--- src/rtl/afe_cfg_pkg.sv ---
// Package: shared constants and types for the configuration SPI port.
// Assumes an eight-bit register file addressed by four bits.
package afe_cfg_pkg;
    localparam int CFG_DATA_W = 8;
    localparam int CFG_ADDR_W = 4;

    localparam logic [CFG_ADDR_W-1:0] ADDR_CFG = 4'h0;
    localparam logic [CFG_ADDR_W-1:0] ADDR_DAC = 4'h1;
    localparam logic [CFG_ADDR_W-1:0] ADDR_KEY = 4'hF;

    localparam logic [CFG_DATA_W-1:0] KEY_FIRST  = 8'hFE;
    localparam logic [CFG_DATA_W-1:0] KEY_SECOND = 8'hED;
    localparam logic [CFG_DATA_W-1:0] DAC_RESET  = 8'h80;

    // Configuration byte, MSB first; downstream decoders rely on this layout.
    typedef struct packed {
        logic       chan_sel;
        logic [1:0] stage_en;
        logic       filt_ext;
        logic       cm_hi;
        logic [1:0] gain2_code;
        logic       gain1_low;
    } cfg_fields_t;

    typedef enum logic [1:0] {
        KEY_LOCKED = 2'd0,
        KEY_ARMED  = 2'd1,
        KEY_OPEN   = 2'd2
    } key_state_t;
endpackage

--- src/rtl/afe_sync.sv ---
// Module: multi-flop synchronizer for a group of asynchronous pins.
// Assumes STAGES >= 2; each bit resets to its own idle level from RESET_VAL.
module afe_sync #(
    parameter int             WIDTH     = 3,
    parameter int             STAGES    = 2,
    parameter logic [WIDTH-1:0] RESET_VAL = '0
) (
    input  logic             clk,
    input  logic             rst_n,
    input  logic [WIDTH-1:0] async_in,
    output logic [WIDTH-1:0] sync_out
);
    for (genvar g = 0; g < WIDTH; g++) begin : g_bit
        logic [STAGES-1:0] chain;

        // Shift the pin through STAGES flops toward the system clock domain.
        always_ff @(posedge clk) begin
            if (!rst_n) chain <= {STAGES{RESET_VAL[g]}};
            else        chain <= {chain[STAGES-2:0], async_in[g]};
        end

        assign sync_out[g] = chain[STAGES-1];
    end
endmodule

--- src/rtl/afe_frame_engine.sv ---
// Module: frame engine. Counts serial clock edges, assembles the command and
// data bytes, issues a one-cycle write strobe at the last rising edge and
// shifts read data out on falling edges once the command byte is complete.
// Assumes synchronized pins; sdi is sampled in the same cycle a rise is seen.
module afe_frame_engine #(
    parameter int DATA_W = 8,
    parameter int ADDR_W = 4
) (
    input  logic              clk,
    input  logic              rst_n,
    input  logic              cs_lvl,
    input  logic              sck_lvl,
    input  logic              sdi,
    input  logic              unlocked,
    input  logic [DATA_W-1:0] rd_data,
    output logic              wr_en,
    output logic              frame_done,
    output logic [ADDR_W-1:0] addr,
    output logic [DATA_W-1:0] wr_data,
    output logic              sdo,
    output logic              sdo_oe
);
    localparam int FRAME = 2 * DATA_W;
    localparam int CNT_W = $clog2(FRAME);
    localparam logic [CNT_W-1:0] CNT_CMD_LAST = CNT_W'(DATA_W - 1);
    localparam logic [CNT_W-1:0] CNT_TURN     = CNT_W'(DATA_W);
    localparam logic [CNT_W-1:0] CNT_LAST     = CNT_W'(FRAME - 1);

    logic              sck_prev;
    logic              sck_rise;
    logic              sck_fall;
    logic [CNT_W-1:0]  bit_cnt;
    logic [DATA_W-1:0] shreg;
    logic [DATA_W-1:0] shnext;
    logic [DATA_W-1:0] cmd_q;
    logic [DATA_W-1:0] tx;
    logic              cmd_ok;
    logic              read_ok;

    // Remember the previous clock level for edge detection.
    always_ff @(posedge clk) begin
        if (!rst_n) sck_prev <= 1'b1;
        else        sck_prev <= sck_lvl;
    end

    assign sck_rise = sck_lvl & ~sck_prev;
    assign sck_fall = ~sck_lvl & sck_prev;
    assign shnext   = {shreg[DATA_W-2:0], sdi};
    assign cmd_ok   = (cmd_q[DATA_W-2:ADDR_W] == '0);
    assign read_ok  = cmd_ok & cmd_q[DATA_W-1] & unlocked;
    assign addr     = cmd_q[ADDR_W-1:0];
    assign sdo      = tx[DATA_W-1];

    // Frame sequencing: bit count, byte capture, write strobe, read shifter.
    always_ff @(posedge clk) begin
        if (!rst_n) begin
            bit_cnt    <= '0;
            shreg      <= '0;
            cmd_q      <= '0;
            wr_data    <= '0;
            wr_en      <= 1'b0;
            frame_done <= 1'b0;
            tx         <= '0;
            sdo_oe     <= 1'b0;
        end else begin
            wr_en      <= 1'b0;
            frame_done <= 1'b0;
            if (cs_lvl) begin
                bit_cnt <= '0;
                sdo_oe  <= 1'b0;
            end else if (sck_rise) begin
                shreg   <= shnext;
                bit_cnt <= bit_cnt + 1'b1;
                if (bit_cnt == CNT_CMD_LAST) cmd_q <= shnext;
                if (bit_cnt == CNT_LAST) begin
                    frame_done <= 1'b1;
                    wr_en      <= cmd_ok & ~cmd_q[DATA_W-1];
                    wr_data    <= shnext;
                    sdo_oe     <= 1'b0;
                end
            end else if (sck_fall) begin
                if (bit_cnt == CNT_TURN && read_ok) begin
                    sdo_oe <= 1'b1;
                    tx     <= rd_data;
                end else if (sdo_oe) begin
                    tx <= {tx[DATA_W-2:0], 1'b0};
                end
            end
        end
    end

    AST_IDLE_RELEASES: assert property (@(posedge clk) disable iff (!rst_n)
        cs_lvl |=> !sdo_oe) else $error("line driven while deselected");
    AST_NO_DRIVE_LOCKED: assert property (@(posedge clk) disable iff (!rst_n)
        sdo_oe |-> unlocked) else $error("line driven while locked");
    AST_TURN_AT_MIDFRAME: assert property (@(posedge clk) disable iff (!rst_n)
        $rose(sdo_oe) |-> (bit_cnt == CNT_TURN)) else $error("turnaround at wrong bit");
    AST_DESELECT_CLEARS: assert property (@(posedge clk) disable iff (!rst_n)
        cs_lvl |=> (bit_cnt == '0)) else $error("count survived deselect");
endmodule

--- src/rtl/afe_reg_bank.sv ---
// Module: register bank. Holds the configuration byte, the DAC code and the
// read unlock state, and muxes read data. Assumes wr_en and frame_done are
// one-cycle strobes issued together at the end of a completed frame.
module afe_reg_bank
    import afe_cfg_pkg::*;
(
    input  logic                  clk,
    input  logic                  rst_n,
    input  logic                  wr_en,
    input  logic                  frame_done,
    input  logic [CFG_ADDR_W-1:0] addr,
    input  logic [CFG_DATA_W-1:0] wr_data,
    output cfg_fields_t           cfg_q,
    output logic [CFG_DATA_W-1:0] dac_q,
    output logic                  unlocked,
    output logic [CFG_DATA_W-1:0] rd_data
);
    key_state_t key_q;
    logic       key_wr;

    assign key_wr   = wr_en && (addr == ADDR_KEY);
    assign unlocked = (key_q == KEY_OPEN);

    // Store configuration and DAC code on their write strobes.
    always_ff @(posedge clk) begin
        if (!rst_n) begin
            cfg_q <= '0;
            dac_q <= DAC_RESET;
        end else if (wr_en) begin
            if (addr == ADDR_CFG) cfg_q <= cfg_fields_t'(wr_data);
            if (addr == ADDR_DAC) dac_q <= wr_data;
        end
    end

    // Track the two-byte unlock sequence across consecutive completed frames.
    always_ff @(posedge clk) begin
        if (!rst_n) begin
            key_q <= KEY_LOCKED;
        end else if (frame_done) begin
            if (key_wr) begin
                if (wr_data == KEY_FIRST)                              key_q <= KEY_ARMED;
                else if (wr_data == KEY_SECOND && key_q == KEY_ARMED)  key_q <= KEY_OPEN;
                else                                                   key_q <= KEY_LOCKED;
            end else if (key_q == KEY_ARMED) begin
                key_q <= KEY_LOCKED;
            end
        end
    end

    // Select read data; the key register and holes read as zero.
    always_comb begin
        case (addr)
            ADDR_CFG: rd_data = cfg_q;
            ADDR_DAC: rd_data = dac_q;
            default:  rd_data = '0;
        endcase
    end

    AST_OPEN_NEEDS_ARM: assert property (@(posedge clk) disable iff (!rst_n)
        $rose(key_q == KEY_OPEN) |-> $past(key_q == KEY_ARMED)) else $error("unlock skipped arm");
    AST_DAC_HOLDS: assert property (@(posedge clk) disable iff (!rst_n)
        !frame_done |=> $stable(dac_q)) else $error("DAC changed outside frame end");
    AST_CFG_HOLDS: assert property (@(posedge clk) disable iff (!rst_n)
        !frame_done |=> $stable(cfg_q)) else $error("config changed outside frame end");
endmodule

--- src/rtl/afe_cfg_port.sv ---
// Module: top of the configuration SPI port. Synchronizes the serial pins,
// runs the frame engine and register bank, and decodes configuration fields.
// Assumes clk is several times faster than the serial clock.
module afe_cfg_port
    import afe_cfg_pkg::*;
#(
    parameter int SYNC_STAGES = 2
) (
    input  logic       clk,
    input  logic       rst_n,
    input  logic       spi_cs_n,
    input  logic       spi_sclk,
    input  logic       sdio_in,
    output logic       sdio_out,
    output logic       sdio_oe,
    output logic       chan_sel,
    output logic [1:0] stage_en,
    output logic       filt_ext,
    output logic       cm_hi,
    output logic [1:0] gain2_code,
    output logic       gain1_low,
    output logic [7:0] dac_code
);
    logic [2:0]            pins_sync;
    logic                  wr_en;
    logic                  frame_done;
    logic [CFG_ADDR_W-1:0] addr;
    logic [CFG_DATA_W-1:0] wr_data;
    logic [CFG_DATA_W-1:0] rd_data;
    logic                  unlocked;
    cfg_fields_t           cfg_q;

    afe_sync #(.WIDTH(3), .STAGES(SYNC_STAGES), .RESET_VAL(3'b011)) u_sync (
        .clk      (clk),
        .rst_n    (rst_n),
        .async_in ({sdio_in, spi_sclk, spi_cs_n}),
        .sync_out (pins_sync)
    );

    afe_frame_engine #(.DATA_W(CFG_DATA_W), .ADDR_W(CFG_ADDR_W)) u_engine (
        .clk        (clk),
        .rst_n      (rst_n),
        .cs_lvl     (pins_sync[0]),
        .sck_lvl    (pins_sync[1]),
        .sdi        (pins_sync[2]),
        .unlocked   (unlocked),
        .rd_data    (rd_data),
        .wr_en      (wr_en),
        .frame_done (frame_done),
        .addr       (addr),
        .wr_data    (wr_data),
        .sdo        (sdio_out),
        .sdo_oe     (sdio_oe)
    );

    afe_reg_bank u_regs (
        .clk        (clk),
        .rst_n      (rst_n),
        .wr_en      (wr_en),
        .frame_done (frame_done),
        .addr       (addr),
        .wr_data    (wr_data),
        .cfg_q      (cfg_q),
        .dac_q      (dac_code),
        .unlocked   (unlocked),
        .rd_data    (rd_data)
    );

    assign chan_sel   = cfg_q.chan_sel;
    assign stage_en   = cfg_q.stage_en;
    assign filt_ext   = cfg_q.filt_ext;
    assign cm_hi      = cfg_q.cm_hi;
    assign gain2_code = cfg_q.gain2_code;
    assign gain1_low  = cfg_q.gain1_low;
endmodule

--- config.mk ---
export PLATFORM = sky130hd
export DESIGN_NAME = afe_cfg_port
export DESIGN_NICKNAME = d
export VERILOG_FILES = /design/src/rtl/afe_cfg_pkg.sv /design/src/rtl/afe_sync.sv /design/src/rtl/afe_frame_engine.sv /design/src/rtl/afe_reg_bank.sv /design/src/rtl/afe_cfg_port.sv
export SDC_FILE = /design/constraint.sdc
export NUM_CORES = 1
export LEC_CHECK = 0
export ABC_AREA = 1
export BUFFER_PORTS_ARGS = -buffer_cell sky130_fd_sc_hd__buf_4
export CORE_MARGIN = 1.5
export CORE_UTILIZATION = 40
export CTS_CLUSTER_SIZE = 16
export DETAILED_ROUTE_END_ITERATION = 16
export GPL_ROUTABILITY_DRIVEN = 1
export GPL_TIMING_DRIVEN = 1
export HOLD_SLACK_MARGIN = 0.12
export PLACE_DENSITY = 0.54
export SLEW_MARGIN = 20
export SYNTH_ARGS = -nofsm -noshare
export SYNTH_HDL_FRONTEND = slang
export SYNTH_SLANG_ARGS = --single-unit
--- constraint.sdc ---
create_clock -name clk -period 1.9 [get_ports clk]
set_input_delay 0.38 -clock clk [delete_from_list [all_inputs] [get_ports clk]]
set_output_delay 0.38 -clock clk [all_outputs]
set_load 0.01 [all_outputs]
# Word-level counts from Yosys, hierarchy flattened
# Cells that the tools add are included.
# word_totals
ff_bits	63
word_cells	75
in_bits	5
output_inout_bits	18
# op_classes
n_eq_ne	10
bitwise_logic	12
addsub	1
n_reduce_logical	20
mux	12
# op_table
cell	n
8-bit == test (second input constant)	2
8-bit two-way mux	2
8-bit one-hot mux with 2 select lines	1
4-bit == test (second input constant)	3
3-bit AND reduction	3
2-bit two-way mux	4
2-bit AND reduction	4
2-bit nonzero test	4
1-bit inverter	7
1-bit bitwise AND	5
1-bit two-way mux	5
4-bit by 1-bit adder with 4-bit output (second input constant)	1
4-bit by 1-bit == test with 1-bit output (second input constant)	1
4-bit by 3-bit == test with 1-bit output (second input constant)	1
4-bit zero test	1
4-bit AND reduction	1
4-bit OR reduction	1
1-bit logical AND	3
3-bit zero test	1
3-bit OR reduction	1
2-bit by 1-bit == test with 1-bit output (second input constant)	1
2-bit == test (second input constant)	1
2-bit != test (second input constant)	1
2-bit OR reduction	1

# Longest topological paths before layout
# logic_depth
ltp_word	7
ltp_mapped	11
depth_no_buf	10

# Modules after synthesis
# From an unflattened synthesis, not the netlist that was laid out.
# unflattened
cells_unflattened	368
area_unflattened_um2	2747.6
# modules_own_cells
module	area_per_inst_um2	instances	seq_area_each_um2	cells_per_inst
afe_frame_engine	1711.6	1	780.7	224
afe_reg_bank	848.3	1	360.3	123
afe_sync	187.7	1	120.1	21

# Worst setup path after synthesis
# OpenSTA, ideal clock, no wires.
# synth_timing
kind	register -> register
from	register u_engine.bit_cnt[1]
to	register u_engine.tx[1]
t_arrival_ns	1.285
required_ns	1.787
stages_incl_launch_ff	11
path_slack_ns	0.502
path_buffers	1
setup_ns	0.113
synth_period_minus_slack_ns	1.398
path_cell_list	dfxtp_1 > inv_1 > ha_1 > inv_1 > nor2_1 > nand3_4 > nand2_2 > nand2_4 > buf_6 > nor2_1 > nor2_1
# synth_between
elab_chain_cells	4
word_cells_on_any_way	5
cone_classes	eq/ne (1); mux (1); reduce/logical (3)
# synth_lines
item	line_no	source
start, declared	afe_frame_engine.sv:32	logic [CNT_W-1:0] bit_cnt;
start signal, assigned	afe_frame_engine.sv:73	bit_cnt <= bit_cnt + 1'b1;
4-bit == test (*)	afe_frame_engine.sv:82	if (bit_cnt == CNT_TURN && read_ok) begin
1-bit logical AND (*)	afe_frame_engine.sv:82	
2-bit nonzero test (no line)	--	
4-bit AND reduction (no line)	--	
end signal, assigned	afe_frame_engine.sv:84	tx <= rd_data;
end signal, assigned	afe_frame_engine.sv:86	tx <= {tx[DATA_W-2:0], 1'b0};
end, declared	afe_frame_engine.sv:36	logic [DATA_W-1:0] tx;
# Every way passes the cells marked *; elsewhere a longest branch is shown, timed or not.
# A chain may end at the register's enable or synchronous reset.

# Worst setup path after layout
# layout_timing
from	register u_engine.bit_cnt[0]
to	register u_engine.wr_data[5]
# layout_between
elab_chain_cells	2
# layout_lines
item	line_no	source
4-bit == test	afe_frame_engine.sv:75	if (bit_cnt == CNT_LAST) begin
3-bit AND reduction (no line)	--	
end signal, assigned	afe_frame_engine.sv:78	wr_data <= shnext;
end, declared	afe_frame_engine.sv:19	output logic [DATA_W-1:0] wr_data,
# No other way between the ends.

==> summary.md <==
| Metric | Value |
|---|---|
| Syn Nets | `355` |
| DRC viols | `0` |
| Final ANT Viol Nets | `0` |
| Minimum clock period | `1560 ps` |
| Nets | `382` |
| Clk network pwr share | `43.3%` |
| Sink Count | `63` |
| Power Total | `2.43 mW` |
| Core ar. | `6350 um^2` |
| Largest net degree at the start of global routing | `32` |
| Drt initial violations | `119` |
| Sw Pwr | `0.511 mW` |
| R2r startpoint | `u_engine.bit_cnt[0]` |
| Pwr dens | `804 nW/um^2` |
| Initial antenna violation count | `0` |
| Slew Limit Fails | `0` |
| Outcome | `finished clean` |
| Leak | `1.31 nW` |
| Global-route usage over all layers | `18.1%` |
| DR pass1 iterations | `4` |
| Seq pwr share | `54.8%` |
| Logic pwr share | `1.9%` |
| CP max stage delay | `350 ps` |
| Row cnt | `29` |
| Max-Cap Viols | `0` |
| Seq/Total Area, Yosys | `48.2%` |
| CP Cell Sequence | `ha_1, inv_1, nor3_4, nand3_2, o21ai_0, a21oi_1` |
| Maximum fanout along the worst path | `15` |
| Clk_lat worst skew | `330 ps` |
| Vias/cell | `4.86` |
| Initial core utilization | `41.2%` |
| Syn Area/Cell | `7.51 um^2` |
| Cts bufs inserted | `9` |
| Flops & latches, synth | `63` |
| Routability cong. | `0.797` |
| Fin. Hold Viols | `0` |
| Post-CTS Hold Buffers | `0` |
| Avg WL per Cell | `12.6 um` |
| Switching share of power | `21.0%` |
| IO Port Bufs | `22` |
| Most common cell after layout, fill and taps aside | `nand2_1` |
| Peak supply drop | `597 uV` |
| Die Ht | `83.9 um` |
| Total negative slack | `0 ps` |
| Worst path arrival time | `1770 ps` |
| Crit Path Category | `reg -> reg` |
| First-pass GRT wire length | `9930 um` |
| H-tree Lvls | `3` |
| Pint | `1.92 mW` |
| Drt total wl | `5760 um` |
| Netlist cell types | `30` |
| Setup repair after global routing missed its margin | `no` |
| CP Capture Type | `flop` |
| CTS clk-pin slew, worst paths | `70 ps` |
| Gr ovfl total | `0` |
| Most frequent cells in the layout | `70 x nand2_1, 63 x dfxtp_1, 44 x inv_1, 39 x o21ai_0, 37 x a21oi_1` |
| Yosys warnings | `0` |
| CP Launch Type | `flop` |
| Fmax | `0.642 GHz` |
| DP Wirelength | `4120 um` |
| Actual slew at the worst max-slew pin | `498 ps` |
| I/O Pins | `23` |
| Worst hold path type | `in -> reg` |
| CTS max path bufs | `2` |
| # setup viols final | `0` |
| WP data required | `2110 ps` |
| Cells after Synth | `348` |
| Via count | `2218` |
| Die footprint | `7030 um^2` |
| Clock root cell | `clkbuf_8` |
| Diode count | `0` |
| Final period utilization | `82.0%` |
| Synth-to-layout area growth | `15.6%` |
| Final hold slack | `228 ps` |
| Worst rel slew slack | `66.6%` |
| Skew final | `6.74 ps` |
| Hold path start | `spi_cs_n` |
| Slowest CP cell | `dfxtp_1` |
| Die X-Extent | `83.9 um` |
| Post-synthesis instance area | `2620 um^2` |
| CTS tree | `yes` |
| Vias in the first global route | `2065` |
| Share of layout cells above drive strength 1 | `14.8%` |
| Critical Path Start | `u_engine.bit_cnt[0]` |
[flip-flops by register name (all words and copies together), names as in the netlist]
name                 flops
u_engine.bit_cnt         4
u_engine.cmd_q           8
u_engine.frame_done      1
u_engine.sck_prev        1
u_engine.sdo_oe          1
u_engine.shreg           7
u_engine.tx              8
u_engine.wr_data         8
u_engine.wr_en           1
u_regs.cfg_q             8
u_regs.dac_q             8
u_regs.key_q             2
u_sync.g_bit.chain       6
[routing by layer]
layer / track usage (%) / part of all wire, % / vias to the layer above
li1: - / - / 1177
met1: 24.8 / 51 / 993
met4: 6.26 / 1.5 / 0
met3: 5.14 / 4.7 / 9
met5: 0 / 0 / -
met2: 27.3 / 43 / 39
[cell families (layout without fill, tap and decap cells)]
family	after synthesis	count (layout)	synth area share, %
buf+inv	56	87	9.23
flops	63	63	48.2
fa+ha+maj	2	2	0.957
compound gates	80	80	15.6
simple gates	147	147	25.9
[worst max-delay path: cells and delay by family, from the launching register on]
kind | cells | cell delay, ps
adders and majority gates | 1 | 170
buffers and inverters | 1 | 70
AOI/OAI and AO/OA | 2 | 340
DFF | 1 | 350
and+or+nand+nor | 2 | 500
[worst paths after layout]
check,end,slack (ps),cells past startpoint
hold reg to reg,u_sync.g_bit[1].chain[1],420,1
hold / removal,u_sync.g_bit[0].chain[0],230,2
setup / recovery,u_engine.wr_data[5],340,6
setup reg to reg,u_engine.wr_data[5],340,6
[metrics by stage]
stage / std cells / worst slack (ps) / utilization (%) / area, um^2
global placement: 441 / 295 / 44.7 / 2840
floorplan: 348 / 502 / - / 2620
detailed placement: 441 / 172 / 44.7 / 2840
CTS: 456 / 160 / 47.5 / 3020
finish: 456 / 342 / 47.6 / 3020
global route: 456 / 178 / 47.6 / 3020
[layout make-up]
cell class,instances,area [um^2]
multi-input cells,229,1120
inverters,45,169
repair buffers,27,203
clock buffers,15,176
well taps,77,96.3
flip-flops and latches,63,1260
fillers,650,3330
[Yosys cell counts]
| cell type | instances | share of area, % |
|---|---|---|
| nand2_1 | 70 | 10 |
| dfxtp_1 | 63 | 48 |
| inv_1 | 44 | 6.3 |
| o21ai_0 | 39 | 7.5 |
| a21oi_1 | 37 | 7.1 |
| nor2_1 | 35 | 5.0 |
| nand3_1 | 16 | 3.1 |
| clkbuf_1 | 5 | 0.72 |
| nor3_1 | 5 | 0.96 |
| or2_2 | 4 | 0.96 |
| nor2_2 | 3 | 0.72 |
| a211oi_1 | 2 | 0.57 |
| buf_2 | 2 | 0.38 |
| buf_6 | 2 | 0.86 |
| ha_1 | 2 | 0.96 |
| nand2_2 | 2 | 0.48 |
| nand4_1 | 2 | 0.48 |
| nor3_4 | 2 | 1.2 |
| nor4_1 | 2 | 0.48 |
| a31oi_1 | 1 | 0.24 |
| buf_4 | 1 | 0.29 |
| clkbuf_8 | 1 | 0.53 |
| inv_2 | 1 | 0.14 |
| nand2_4 | 1 | 0.43 |
| nand3_2 | 1 | 0.38 |
| nand3_4 | 1 | 0.67 |
| nand3b_1 | 1 | 0.29 |
| nor2_4 | 1 | 0.43 |
| nor3b_1 | 1 | 0.29 |
| o211ai_1 | 1 | 0.29 |
[power by group through the flow]
stage	Sequential (mW)	Clock [mW]	Combinational [mW]
2_1_floorplan	1.36	0	0.0316
3_3_place_gp	1.36	0	0.0467
3_5_place_dp	1.36	0	0.0473
4_1_cts	1.33	1.08	0.0475
5_1_grt	1.33	1.14	0.0533
6_report	1.33	1.05	0.0466
[timing repair]
| action | in CTS | in global routing |
|---|---|---|
| gates resized for setup | 0 | 1 |
| endpoints found under the setup margin | 0 | 5 |
| setup buffers | 0 | 0 |
No activity file was read; power rests on OpenSTA's default activity.
